File: src/rtl/sst_pkg.sv
package sst_pkg;

  typedef enum logic [1:0] {
    ST_IDLE = 2'd0,
    ST_EVAL = 2'd1,
    ST_SEND = 2'd2
  } sst_state_e;

  typedef struct packed {
    logic lane64;
    logic idx64;
    logic idx_unsigned;
    logic scale4;
  } sst_cfg_t;

endpackage

File: src/rtl/sst_lane_pick.sv
// Finds the lowest active lane whose number is at or above a start point.
module sst_lane_pick #(
  parameter int LANES = 8,
  parameter int IW    = $clog2(LANES)
) (
  input  logic [LANES-1:0] active,
  input  logic [IW:0]      start,
  output logic             hit,
  output logic [IW-1:0]    lane
);

  always_comb begin
    hit  = 1'b0;
    lane = '0;
    for (int e = LANES - 1; e >= 0; e--) begin
      if (active[e] && ((IW+1)'(e) >= start)) begin
        hit  = 1'b1;
        lane = IW'(e);
      end
    end
  end

endmodule

File: src/rtl/sst_lane_addr.sv
// Picks one lane's index and data, extends and scales the index, adds the base.
module sst_lane_addr
  import sst_pkg::*;
#(
  parameter int VLEN  = 256,
  parameter int LANES = VLEN / 32,
  parameter int IW    = $clog2(LANES)
) (
  input  logic [63:0]     base,
  input  logic [VLEN-1:0] idx_vec,
  input  logic [VLEN-1:0] data_vec,
  input  logic [IW-1:0]   lane,
  input  sst_cfg_t        cfg,
  output logic [63:0]     addr,
  output logic [31:0]     word
);

  localparam int WORDS = VLEN / 32;

  logic [WORDS-1:0][31:0] idx_w;
  logic [WORDS-1:0][31:0] dat_w;
  logic [IW-1:0]          lo_sel;
  logic [IW-1:0]          hi_sel;
  logic [63:0]            elem;
  logic [63:0]            ext;

  assign idx_w = idx_vec;
  assign dat_w = data_vec;

  // a 64-bit lane spans two words: its low word is at an even index
  always_comb begin
    if (cfg.lane64) begin
      lo_sel = {lane[IW-2:0], 1'b0};
      hi_sel = {lane[IW-2:0], 1'b1};
    end else begin
      lo_sel = lane;
      hi_sel = lane;
    end
  end

  always_comb begin
    elem = cfg.lane64 ? {idx_w[hi_sel], idx_w[lo_sel]} : {32'd0, idx_w[lo_sel]};
    if (cfg.idx64)
      ext = elem;
    else if (cfg.idx_unsigned)
      ext = {32'd0, elem[31:0]};
    else
      ext = {{32{elem[31]}}, elem[31:0]};
    addr = base + (cfg.scale4 ? (ext << 2) : ext);
    word = dat_w[lo_sel];
  end

endmodule

File: src/rtl/scatter_store_seq.sv
module scatter_store_seq
  import sst_pkg::*;
#(
  parameter int VLEN     = 256,
  parameter int SP_ALIGN = 16,
  parameter int SP_REG   = 31
) (
  input  logic              clk,
  input  logic              rst,
  input  logic              cmd_valid,
  output logic              cmd_ready,
  input  logic [4:0]        cmd_base_reg,
  input  logic [63:0]       cmd_gpr,
  input  logic [63:0]       cmd_sp,
  input  logic [VLEN-1:0]   cmd_idx,
  input  logic [VLEN-1:0]   cmd_data,
  input  logic [VLEN/8-1:0] cmd_pred,
  input  logic              cmd_lane64,
  input  logic              cmd_idx64,
  input  logic              cmd_idx_unsigned,
  input  logic              cmd_scale4,
  input  logic              cfg_check_empty,
  output logic              mem_valid,
  input  logic              mem_ready,
  output logic [63:0]       mem_addr,
  output logic [31:0]       mem_wdata,
  output logic              done,
  output logic              align_fault
);

  localparam int LANES = VLEN / 32;
  localparam int IW    = $clog2(LANES);
  localparam int AL    = $clog2(SP_ALIGN);

  sst_state_e      state_q;
  sst_cfg_t        cfg_q;
  logic [63:0]     base_q;
  logic            is_sp_q;
  logic            chk_empty_q;
  logic [VLEN-1:0] idx_q;
  logic [VLEN-1:0] data_q;
  logic [LANES-1:0] act_q;
  logic [IW-1:0]   cur_q;

  logic [LANES-1:0] act32;
  logic [LANES-1:0] act64;
  logic [IW:0]      pick_start;
  logic             pick_hit;
  logic [IW-1:0]    pick_lane;
  logic [63:0]      lane_addr;
  logic [31:0]      lane_word;
  logic             misaligned;
  logic             fault_now;
  logic             unused_pred;
  sst_cfg_t         cmd_cfg;

  // only the predicate bit at each lane's lowest byte matters
  assign unused_pred = ^cmd_pred;

  for (genvar e = 0; e < LANES; e++) begin : g_act
    assign act32[e] = cmd_pred[e*4];
    if (e < LANES / 2) begin : g_wide
      assign act64[e] = cmd_pred[e*8];
    end else begin : g_none
      assign act64[e] = 1'b0;
    end
  end

  assign cmd_cfg = '{lane64: cmd_lane64, idx64: cmd_idx64,
                     idx_unsigned: cmd_idx_unsigned, scale4: cmd_scale4};

  assign pick_start = (state_q == ST_EVAL) ? '0 : ((IW+1)'(cur_q) + 1'b1);

  sst_lane_pick #(.LANES(LANES), .IW(IW)) u_pick (
    .active (act_q),
    .start  (pick_start),
    .hit    (pick_hit),
    .lane   (pick_lane)
  );

  sst_lane_addr #(.VLEN(VLEN), .LANES(LANES), .IW(IW)) u_addr (
    .base     (base_q),
    .idx_vec  (idx_q),
    .data_vec (data_q),
    .lane     (pick_lane),
    .cfg      (cfg_q),
    .addr     (lane_addr),
    .word     (lane_word)
  );

  assign misaligned = |base_q[AL-1:0];
  assign fault_now  = is_sp_q && misaligned && (pick_hit || chk_empty_q);

  always_ff @(posedge clk) begin
    if (rst) begin
      state_q     <= ST_IDLE;
      cmd_ready   <= 1'b1;
      mem_valid   <= 1'b0;
      mem_addr    <= '0;
      mem_wdata   <= '0;
      done        <= 1'b0;
      align_fault <= 1'b0;
      cfg_q       <= '0;
      base_q      <= '0;
      is_sp_q     <= 1'b0;
      chk_empty_q <= 1'b0;
      idx_q       <= '0;
      data_q      <= '0;
      act_q       <= '0;
      cur_q       <= '0;
    end else begin
      done        <= 1'b0;
      align_fault <= 1'b0;
      unique case (state_q)
        ST_IDLE: begin
          if (cmd_valid) begin
            cmd_ready   <= 1'b0;
            state_q     <= ST_EVAL;
            cfg_q       <= cmd_cfg;
            is_sp_q     <= (cmd_base_reg == 5'(SP_REG));
            base_q      <= (cmd_base_reg == 5'(SP_REG)) ? cmd_sp : cmd_gpr;
            chk_empty_q <= cfg_check_empty;
            idx_q       <= cmd_idx;
            data_q      <= cmd_data;
            act_q       <= cmd_lane64 ? act64 : act32;
          end
        end
        ST_EVAL: begin
          if (fault_now || !pick_hit) begin
            done        <= 1'b1;
            align_fault <= fault_now;
            cmd_ready   <= 1'b1;
            state_q     <= ST_IDLE;
          end else begin
            mem_valid <= 1'b1;
            mem_addr  <= lane_addr;
            mem_wdata <= lane_word;
            cur_q     <= pick_lane;
            state_q   <= ST_SEND;
          end
        end
        ST_SEND: begin
          if (mem_ready) begin
            if (pick_hit) begin
              mem_addr  <= lane_addr;
              mem_wdata <= lane_word;
              cur_q     <= pick_lane;
            end else begin
              mem_valid <= 1'b0;
              done      <= 1'b1;
              cmd_ready <= 1'b1;
              state_q   <= ST_IDLE;
            end
          end
        end
        default: state_q <= ST_IDLE;
      endcase
    end
  end

  AST_READY_IDLE: assert property (@(posedge clk) disable iff (rst)
    cmd_ready |-> !mem_valid);
  AST_ACTIVE_LANE: assert property (@(posedge clk) disable iff (rst)
    mem_valid |-> act_q[cur_q]);
  AST_LANE_ORDER: assert property (@(posedge clk) disable iff (rst)
    (mem_valid && mem_ready) |=> (!mem_valid || (cur_q > $past(cur_q))));
  AST_FAULT_DONE: assert property (@(posedge clk) disable iff (rst)
    align_fault |-> (done && !mem_valid));
  AST_HOLD_REQ: assert property (@(posedge clk) disable iff (rst)
    (mem_valid && !mem_ready) |=> (mem_valid && $stable(mem_addr) && $stable(mem_wdata)));
  AST_DONE_PULSE: assert property (@(posedge clk) disable iff (rst)
    done |=> !done);

endmodule

File: config.mk
export PLATFORM = sky130hd
export DESIGN_NAME = scatter_store_seq
export DESIGN_NICKNAME = d
export VERILOG_FILES = /design/src/rtl/sst_pkg.sv /design/src/rtl/sst_lane_pick.sv /design/src/rtl/sst_lane_addr.sv /design/src/rtl/scatter_store_seq.sv
export SDC_FILE = /design/constraint.sdc
export NUM_CORES = 2
export LEC_CHECK = 0
export CAP_MARGIN = 20
export CORE_AREA = 2 2 307 309
export DETAILED_ROUTE_END_ITERATION = 8
export DIE_AREA = 0 0 309 311
export DONT_BUFFER_PORTS = 1
export PLACE_DENSITY = 0.6
export REMOVE_ABC_BUFFERS = 1
export SLEW_MARGIN = 20
export SYNTH_ARGS = -nofsm -noshare
export SYNTH_HDL_FRONTEND = slang
export SYNTH_SLANG_ARGS = --single-unit
File: constraint.sdc
create_clock -name clk -period 7.46 [get_ports clk]
set_input_delay 0.746 -clock clk [delete_from_list [all_inputs] [get_ports clk]]
set_output_delay 0.746 -clock clk [all_outputs]
set_load 0.03 [all_outputs]
==> metrics <==
result of the run=finished with violations; violated checks=max-slew violations; number of hold violations in the final report=0; peak ir drop on the vdd network=roughly 200 µV; met1 routed wirelength after detailed routing=~52000 µm; Filler cells=9906; detailed-route via count=32500; number of enable flip-flop cells after synthesis=0; crit path max fanout=36; category of the worst setup path capture point=flip-flop; Slew @ Worst Pin=4.80 ns; proportion of synthesized chip area in sequential cells=around two fifths; largest cells by area after synthesis=sky130_fd_sc_hd__dfxtp_1 40%, sky130_fd_sc_hd__nand2_1 19%, sky130_fd_sc_hd__a21oi_1 9.3%, sky130_fd_sc_hd__mux2i_1 4.0%, sky130_fd_sc_hd__clkbuf_1 3.6%; maximum clock rate=143 MHz; most instantiated flip-flop cell in the synthesis netlist=sky130_fd_sc_hd__dfxtp_1; RSZ-0062 raised after global routing=false; number of hold-repair buffers added at the cts stage=0; Post-DRT Antenna Nets=0; Final Critical Period=roughly 7 ns; Inserted Clock Buffers=82; Placement Rows=112; Yosys warning count=0; final net count=roughly 5400; ratio of routed vias to standard cells=5.47; clock tree from TritonCTS=yes; post-CTS sizing=0; fraction of post-synthesis cell area in the top cell type by area=between 40% and 50%; setup TNS=0 ns; final number of setup-violating endpoints=0; Slew Viols, Final=about 600; placement-stage worst setup slack=~0.55 ns; data arrival time of the critical path=about 7.5 ns; most frequently used cell type in the post-synthesis netlist=sky130_fd_sc_hd__nand2_1; initial standard-cell utilization of the core=37.4%; vias in the first global route=slightly above 30000; mean routed wirelength per cell=around 21 µm; core area=just over 90000 µm²; number of buffers inserted by post-CTS setup repair=0; ratio of total power to cell area=roughly 340 nW/µm²; die extent in y=roughly 310 µm; global route total overflow=0; category of the worst setup path launch point=flip-flop; final clock skew=0.0237 ns; detailed-route wire length=roughly 130000 µm; leakage power=between 10 and 15 nW; HP Class=in -> reg; Final Worst Setup Slack=about 0.46 ns; clock sink count=695; boundary pin count=a little under 800; Met3 Wirelength=about 9900 µm; detailed-routing iteration count for the pre-antenna-repair pass=5; share of flip-flops with an asynchronous set or reset after synthesis=0%; layout cell share with drive strength beyond 1=5.02%; clock insertion delay at the later pin of the skew report=approximately 0.66 ns; Starting DRT DRC Count=roughly 2900; routability cong.=about 0.9; pin count of the biggest net entering global routing=roughly 700; post-route fraction of the period consumed by the critical path=between 90% and 100%; DRC violations left=0; Port Buffer Count=0; Avg Inst Size Synth=approximately 7.1 µm²; DP HPWL=86600 µm; max cap viols=0; footprint of the multi-input gates=between 15000 and 20000 µm²; post-synthesis instance area=about 35000 µm²; cell type with the largest total area after synthesis=sky130_fd_sc_hd__dfxtp_1; antenna violations before repair=15; total die area=around 96000 µm²; top cell types by occurrence after synthesis=1793 x sky130_fd_sc_hd__nand2_1, 695 x sky130_fd_sc_hd__dfxtp_1, 646 x sky130_fd_sc_hd__a21oi_1; Layout area overhead=10.5%; number of levels in the clock H-tree=3; register clock-pin slew on the reported worst setup and hold paths=0.06 ns; uppermost signal routing layer after detailed routing=met5; Synth cell types=74; Relative slew margins=-220%; clock root buffer=sky130_fd_sc_hd__clkbuf_16; Sequential Area=approximately 14000 µm²; die boundary width=about 310 µm; routed wire length on met2=~60000 µm; worst path required time=7.95 ns; flops & latches, synth=approximately 700; maximum buffer depth of the clock tree=3; global-route wire length before repair=187000 µm; type of the setup path with the least slack=reg -> reg; cell count after synthesis=4859; Tot GR Track Use=25.0%
[power breakdown]
group	total (mW)	switching, mW	internal [mW]
clock	4.14	1.73	2.41
sequential	4.67	0.560	4.11
combinational	4.05	2.70	1.35
total	12.9	4.99	7.87
[layout by cell type, fill, tap and decap left out, drive strengths merged, types with 5 or more instances in the layout]
cell,count
o21bai,13
a21oi,648
inv,38
nor2b,32
o21a,18
o21ai,86
bufinv,6
a311oi,97
o311ai,5
nand3b,11
nand2,1793
nor4b,7
a31oi,67
diode,10
and3,94
clkinvlp,5
xnor2,25
nand4,18
buf,69
and2,6
o2111ai,5
ha,68
nand2b,6
nor4,5
a211oi,86
o31ai,5
nand3,155
a21o,38
mux2i,138
clkbuf,106
nor3,52
or4,5
clkinv,21
o211ai,12
dfxtp,695
nor2,163
or3,11
xor2,19
[registers in the layout (all words and copies together), names as in the netlist]
register     flops
base_q          64
act_q            8
done             1
mem_valid        1
cur_q            3
cmd_ready        1
state_q          2
cfg_q            4
chk_empty_q      1
data_q         256
is_sp_q          1
mem_wdata       32
align_fault      1
mem_addr        64
idx_q          256
[kinds of logic (layout without fill, tap and decap cells)]
logic type	Yosys count	count (layout)	synth area share, %
muxes	141	141	4.15
xor gates and xnor gates	44	44	1.11
AOI/OAI and AO/OA	1119	1119	19.3
other	0	10	0
DFF	695	695	40.1
adders and majority gates	69	69	2.51
buffers and inverters	422	245	4.73
and+or+nand+nor	2369	2369	28.1
[layout make-up]
type | instances | area share, %
well taps | 1254 | 4.10
clock buffers | 106 | 6.01
multi-input cells | 3742 | 50.1
flip-flops and latches | 695 | 36.3
clock inverters | 38 | 1.21
repair buffers | 69 | 1.85
inverters | 32 | 0.314
diodes | 10 | 0.0653
[path summary, 6_finish.rpt]
kind                               endpoint  depth (start not counted)  slack [ns]                   start
setup / recovery  mem_addr[55]$_SDFFE_PP0P_                         25        0.46   cur_q[0]$_SDFFE_PP0P_
hold / removal      data_q[23]$_SDFFE_PP0P_                          2        0.21            cmd_data[23]
setup reg to reg  mem_addr[55]$_SDFFE_PP0P_                         25        0.46   cur_q[0]$_SDFFE_PP0P_
hold reg to reg      idx_q[14]$_SDFFE_PP0P_                          2        0.45  idx_q[14]$_SDFFE_PP0P_
[per-layer routing]
metal	GRT usage [%]	vias up
met5	0	-
met4	7.29	12
met3	6.89	191
met2	42.1	999
met1	31.0	15300
li1	-	16000
[per-stage QoR]
| stage | total power [mW] | hold WS (ns) | area, µm² | util, % | instances |
|---|---|---|---|---|---|
| 2_1_floorplan | 7.64 | 0.430 | 33200 | - | 4469 |
| 3_3_place_gp | 8.76 | 0.442 | 35500 | 38.3 | 5792 |
| 3_5_place_dp | 8.79 | 0.447 | 35500 | 38.3 | 5792 |
| 4_1_cts | 13.0 | 0.158 | 38300 | 41.3 | 5936 |
| 5_1_grt | 13.6 | 0.172 | 38300 | 41.3 | 5944 |
| 6_report | 12.9 | 0.210 | 38300 | 41.3 | 5946 |
[critical path, stage by stage, from the launching register on]
cell	delay (ns)
sky130_fd_sc_hd__dfxtp_1	0.51
sky130_fd_sc_hd__ha_1	0.27
sky130_fd_sc_hd__xnor2_1	0.15
sky130_fd_sc_hd__or4b_1	0.51
sky130_fd_sc_hd__a311o_1	0.46
sky130_fd_sc_hd__a21oi_4	0.25
sky130_fd_sc_hd__nand2_1	0.24
sky130_fd_sc_hd__and2_4	0.29
sky130_fd_sc_hd__buf_12	0.18
sky130_fd_sc_hd__buf_4	0.18
sky130_fd_sc_hd__nand2_1	0.06
sky130_fd_sc_hd__nand3_1	0.07
sky130_fd_sc_hd__a31oi_1	0.46
sky130_fd_sc_hd__mux2i_1	0.20
sky130_fd_sc_hd__ha_1	0.43
sky130_fd_sc_hd__a21oi_1	0.30
sky130_fd_sc_hd__a21oi_1	0.11
sky130_fd_sc_hd__a211o_1	0.32
sky130_fd_sc_hd__a41o_1	0.29
sky130_fd_sc_hd__nor4_1	0.29
sky130_fd_sc_hd__buf_4	0.20
sky130_fd_sc_hd__a211oi_1	0.07
sky130_fd_sc_hd__buf_4	0.15
sky130_fd_sc_hd__o31a_1	0.28
sky130_fd_sc_hd__or3_1	0.33
sky130_fd_sc_hd__a21oi_1	0.15
No activity file was read; power rests on OpenSTA's default activity.
